[src/rtl/pwm_pkg.sv]
package pwm_pkg;
  typedef struct packed {
    logic load;     // restart: load both compare points, force low
    logic advOn;    // move rising point by one period
    logic advOff;   // move falling point by one period
    logic setOut;   // drive output high
    logic clrOut;   // drive output low
  } pwm_strb_t;
endpackage

[src/rtl/pwm_ctrl.sv]
module pwm_ctrl
  import pwm_pkg::*;
#(
  parameter int CNT_W = 16
) (
  input  logic             clk,
  input  logic             rst_n,
  input  logic             enable,
  input  logic             fixedMode,
  input  logic [CNT_W-1:0] period,
  input  logic [CNT_W-1:0] onTime,
  input  logic             onHit,
  input  logic             offHit,
  output pwm_strb_t        strb
);
  logic running;
  logic active;
  logic zeroOn;
  logic fullOn;

  always_ff @(posedge clk or negedge rst_n) begin
    if (!rst_n) running <= 1'b0;
    else        running <= enable;
  end

  assign active = running && enable;
  assign zeroOn = (onTime == '0);
  assign fullOn = !fixedMode && (period != '0) && (onTime >= period);

  always_comb begin
    strb        = '0;
    strb.load   = enable && !running;
    strb.advOn  = active && onHit && !fixedMode;
    strb.advOff = active && offHit && !fixedMode;
    strb.setOut = active && onHit && !zeroOn;
    strb.clrOut = !enable || strb.load || (active && offHit && !fullOn);
  end
endmodule

[src/rtl/pwm_datapath.sv]
module pwm_datapath
  import pwm_pkg::*;
#(
  parameter int CNT_W      = 16,
  parameter int START_LEAD = 2
) (
  input  logic             clk,
  input  logic             rst_n,
  input  logic             enable,
  input  logic             fixedMode,
  input  logic [CNT_W-1:0] tickCount,
  input  logic [CNT_W-1:0] period,
  input  logic [CNT_W-1:0] onTime,
  input  pwm_strb_t        strb,
  output logic             onHit,
  output logic             offHit,
  output logic             pwmOut
);
  localparam logic [CNT_W-1:0] LEAD = CNT_W'(START_LEAD);

  logic [CNT_W-1:0] onCmp;
  logic [CNT_W-1:0] offCmp;
  logic [CNT_W-1:0] startBase;
  logic             outReg;

  assign startBase = fixedMode ? '0 : tickCount + LEAD;
  assign onHit     = (tickCount == onCmp);
  assign offHit    = (tickCount == offCmp);
  assign pwmOut    = outReg && enable;

  always_ff @(posedge clk or negedge rst_n) begin
    if (!rst_n) begin
      onCmp  <= '0;
      offCmp <= '0;
      outReg <= 1'b0;
    end else if (strb.load) begin
      onCmp  <= startBase;
      offCmp <= startBase + onTime;
      outReg <= 1'b0;
    end else begin
      if (strb.advOn)  onCmp  <= onCmp + period;
      if (strb.advOff) offCmp <= offCmp + period;
      if (strb.clrOut)      outReg <= 1'b0;
      else if (strb.setOut) outReg <= 1'b1;
    end
  end

  // Start leaves the output low on the following cycle.
  assert_start_low_R6: assert property (@(posedge clk) disable iff (!rst_n)
    strb.load |=> !outReg);

  // A matched rising point has moved by exactly one period.
  assert_on_advance_R2: assert property (@(posedge clk) disable iff (!rst_n)
    (enable && $past(enable) && !fixedMode && onHit && !strb.load)
      |=> (onCmp == $past(onCmp) + $past(period)));

  // While disabled the compare points are frozen.
  assert_frozen_off_R7: assert property (@(posedge clk) disable iff (!rst_n)
    !enable |=> ($stable(onCmp) && $stable(offCmp)));

  // Fixed mode never moves the compare points.
  assert_fixed_const_R4: assert property (@(posedge clk) disable iff (!rst_n)
    (fixedMode && !strb.load) |=> ($stable(onCmp) && $stable(offCmp)));

  // A zero high time never lets the output rise.
  assert_zero_low_R8: assert property (@(posedge clk) disable iff (!rst_n)
    (onTime == '0 && !outReg) |=> !outReg);
endmodule

[src/rtl/dual_cmp_pwm.sv]
module dual_cmp_pwm
  import pwm_pkg::*;
#(
  parameter int CNT_W      = 16,
  parameter int START_LEAD = 2
) (
  input  logic             clk,
  input  logic             rst_n,
  input  logic [CNT_W-1:0] tickCount,
  input  logic             enable,
  input  logic             fixedMode,
  input  logic [CNT_W-1:0] period,
  input  logic [CNT_W-1:0] onTime,
  output logic             pwmOut
);
  pwm_strb_t strb;
  logic      onHit;
  logic      offHit;

  pwm_ctrl #(.CNT_W(CNT_W)) u_ctrl (
    .clk(clk), .rst_n(rst_n), .enable(enable), .fixedMode(fixedMode),
    .period(period), .onTime(onTime), .onHit(onHit), .offHit(offHit),
    .strb(strb)
  );

  pwm_datapath #(.CNT_W(CNT_W), .START_LEAD(START_LEAD)) u_dp (
    .clk(clk), .rst_n(rst_n), .enable(enable), .fixedMode(fixedMode),
    .tickCount(tickCount), .period(period), .onTime(onTime), .strb(strb),
    .onHit(onHit), .offHit(offHit), .pwmOut(pwmOut)
  );
endmodule

[config.mk]
export PLATFORM = sky130hd
export DESIGN_NAME = dual_cmp_pwm
export DESIGN_NICKNAME = d
export VERILOG_FILES = /design/src/rtl/pwm_pkg.sv /design/src/rtl/pwm_ctrl.sv /design/src/rtl/pwm_datapath.sv /design/src/rtl/dual_cmp_pwm.sv
export SDC_FILE = /design/constraint.sdc
export NUM_CORES = 1
export LEC_CHECK = 0
export ABC_AREA = 1
export BUFFER_PORTS_ARGS = -buffer_cell sky130_fd_sc_hd__buf_2
export CAP_MARGIN = 20
export CORE_UTILIZATION = 66
export DETAILED_ROUTE_END_ITERATION = 16
export GPL_ROUTABILITY_DRIVEN = 0
export GPL_TIMING_DRIVEN = 0
export HOLD_SLACK_MARGIN = 0.05
export PLACE_DENSITY = 0.88
export SYNTH_ARGS = -nofsm -noshare
export SYNTH_HDL_FRONTEND = slang
export SYNTH_SLANG_ARGS = --single-unit
export TNS_END_PERCENT = 20
[constraint.sdc]
create_clock -name clk -period 3.2 [get_ports clk]
set_input_delay 0.48 -clock clk [delete_from_list [all_inputs] [get_ports clk]]
set_output_delay 0.48 -clock clk [all_outputs]
set_load 0.05 [all_outputs]
==> results.tsv <==
metric	value	unit
status	complete, no violations	
compound-cell area share of the yosys netlist	15.5	%
Skew-Pair Late Insertion Delay	0.30	ns
fmax	326	MHz
post-synthesis sequential element count	34	
Layout Nets	1032	
CTS resizes	0	
Ports	53	
WS Path Type	primary input to register	
Num CTS Buffers	5	
Post-synth EDFFs	0	
global-route wire length before repair	28900	um
gate count of the mapped netlist	857	
Synth Area in Adders	15.8	%
syn_area_per_cell	6.18	sq um
Iter 0 DRT Violations	530	
xor/xnor cell area share of the yosys netlist	4.96	%
routed len/inst	17.4	um
core box area	7730	sq um
dpl cell area	5680	sq um
mux contribution to synthesized area	0	%
HPWL Detailed	14300	um
CTS tree	built	
Async SR Flop Fraction	100	%
antenna-violating nets left	0	
Leak	0.00320	uW
Max Root-Sink Buffers	2	
Netlist Area Pre-Place	5290	sq um
row cnt	32	
Worst-Margin Slew	0.825	ns
Pins Over Slew Limit	0	
Fin Clk Skew	0.0101	ns
post-synthesis sequential area ratio	16.1	%
GRT Total Usage	44.0	%
worst-path maximum fanout	6	
largest family of logic cells by synthesized area	simple AND/OR/NAND/NOR gates	
Startpoint Class	primary input	
pin count of the biggest net entering global routing	35	
register clock-pin slew on the reported worst setup and hold paths	0.08	ns
Ant. Diodes	0	
HP Class	primary input to asynchronous set/reset pin	
fin crit period	3.07	ns
Simple-Gate Fraction of Synth Area	38.1	%
H-Tree Depth	2	
antenna violations before repair	0	
Vias/cell	6.24	
DRT Pass-1 Iters	6	
PD cells	505	nW/um^2
Peak VDD IR	0.219	mV
Final WS setup	0.132	ns
crit path DAT	3.26	ns
total number of vias	6349	
Post-CTS Setup Bufs	0	
Max-slew headroom	44.5	%
die area	8380	sq um
Period Utilization, post-route	95.9	%
CTS root buf	clkbuf_8	
clk sinks	34	
Die X	91.6	um
Unique masters post-synth	46	
top-area cell type share of the netlist area	17.8	%
WP data required	3.39	ns
Max Cap Viol	0	
final wirelength	17700	um
finished layout cell area	5770	sq um
Synth-to-Final Area Change	8.96	%
vias in the first global route	6294	
Residual DRC	0	
share of cells above drive strength 1	11.0	%
RSZ-0062 raised after global routing	false	
largest area contributor in the netlist	nand2_1	
hold buffer count at cts	0	
Mapped Nets	974	
main flop type after synthesis	dfrtp_1	
crit path capture type	register	
synth warn	0	
GRT Residual Overflow	0	
port bufs	51	
Final Hold Fails	0	
Place WS	-0.105	ns
dominant cells by area after synthesis	nand2_1 18%, dfrtp_1 16%, ha_1 15%	
Die Y	91.6	um
Initial Util	68.5	%
# setup viols final	0	
reg-to-reg slack, setup	0.93	ns
placed cells by master (no fill, tap or decap), types with 2 or more instances in the layout:
master    count
xnor2_1      17
a21oi_1      66
nor2_2        3
or2_2         4
inv_1       103
clkbuf_8      6
nand2_1     251
and3_1        3
nor3_2        3
nand2_2       3
a31oi_1       7
buf_2        58
fa_1          3
o21bai_1      7
a21o_1        7
o22ai_1       6
buf_6         2
o21ai_1       9
a31oi_2       2
clkbuf_1      2
buf_4         2
ha_1         62
nand3_1      78
nand4_1      18
nor2_1       63
inv_2         9
nand3b_1      8
dfrtp_1      34
nor2_4        2
nor3_1        8
nor4_1        7
xor2_1       13
o21ai_0      35
synthesized netlist by cell type, types with 4 or more instances:
cell type,number
a21o_1,7
or2_2,4
nand2_1,251
nand3b_1,8
nor2_1,63
ha_1,62
dfrtp_1,34
nand3_1,78
o21ai_1,9
nor4_1,7
buf_2,7
a21oi_1,66
inv_1,103
inv_2,9
o21ai_0,35
o21bai_1,7
xor2_1,13
xnor2_1,17
o22ai_1,6
nand4_1,18
nor3_1,8
a31oi_1,7
flip-flops by register name (all words and copies together) (netlist names):
register        cells
u_dp.offCmp        16
u_ctrl.running      1
u_dp.outReg         1
u_dp.onCmp         16
worst max-delay path, stage by stage:
cell      delay (ns)
buf_2           0.15
ha_1            0.18
inv_1           0.06
nor3_2          0.37
nand2_2         0.16
nor2_4          0.16
nor2_1          0.08
nor3_2          0.27
ha_1            0.34
nand2_1         0.14
nor2_1          0.06
nor2_1          0.20
inv_1           0.07
a21oi_1         0.17
nand3b_1        0.10
nand3_1         0.09
nand2_1         0.06
nand2_1         0.05
nand2_1         0.04
report_power, final:
part / internal [uW] / switching (uW)
Sequential: 554 / 158
Clock: 174 / 177
Combinational: 700 / 1150
Total: 1430 / 1490
metrics by stage:
| stage | instances | util [%] | hold slack [ns] | TNS [ns] | total power (uW) |
|---|---|---|---|---|---|
| CTS | 1018 | 74.6 | 0.293 | 0 | 2840 |
| global placement | 1010 | 73.4 | 0.518 | -0.0468 | 2400 |
| detailed placement | 1010 | 73.4 | 0.529 | -0.105 | 2480 |
| finish | 1018 | 74.6 | 0.273 | 0 | 2910 |
| floorplan | 857 | - | 0.184 | 0 | 2030 |
| global route | 1018 | 74.6 | 0.331 | 0 | 3160 |
cell type report:
| class | count | area, sq um |
|---|---|---|
| Tap cell | 102 | 128 |
| Clock inverter | 1 | 5.00 |
| Multi-Input combinational cell | 697 | 3940 |
| Inverter | 113 | 424 |
| Buffer | 13 | 80.1 |
| Sequential cell | 34 | 851 |
| Timing Repair Buffer | 51 | 255 |
| Clock buffer | 7 | 86.3 |
| Fill cell | 660 | 1960 |
logic make-up after synthesis:
logic type      Yosys count
simple gates            456
flops                    34
buf+inv                 126
xor+xnor                 30
fa+ha+maj                65
compound gates          146
metal layers:
layer	share of wire, %	track usage (%)	vias to the layer above
met1	37	52.9	2856
met2	46	73.1	424
li1	-	-	2972
met4	5.5	24.6	0
met3	12	8.63	97
met5	0	0	-
worst paths after layout:
| kind | start | to | cells after the start |
|---|---|---|---|
| worst max-delay path | tickCount[1] | u_dp.offCmp[14]$_DFFE_PN0P_ | 19 |
| worst min-delay path | rst_n | u_dp.offCmp[8]$_DFFE_PN0P_ | 1 |
| worst max register to register | u_dp.offCmp[0]$_DFFE_PN0P_ | u_dp.offCmp[14]$_DFFE_PN0P_ | 15 |
| worst min register to register | u_ctrl.running$_DFF_PN0_ | u_dp.outReg$_DFFE_PN0P_ | 2 |
| max in group asynchronous | rst_n | u_dp.onCmp[0]$_DFFE_PN0P_ | 1 |
| min in group clk | enable | u_ctrl.running$_DFF_PN0_ | 1 |
(Power assumes the default switching activity.)
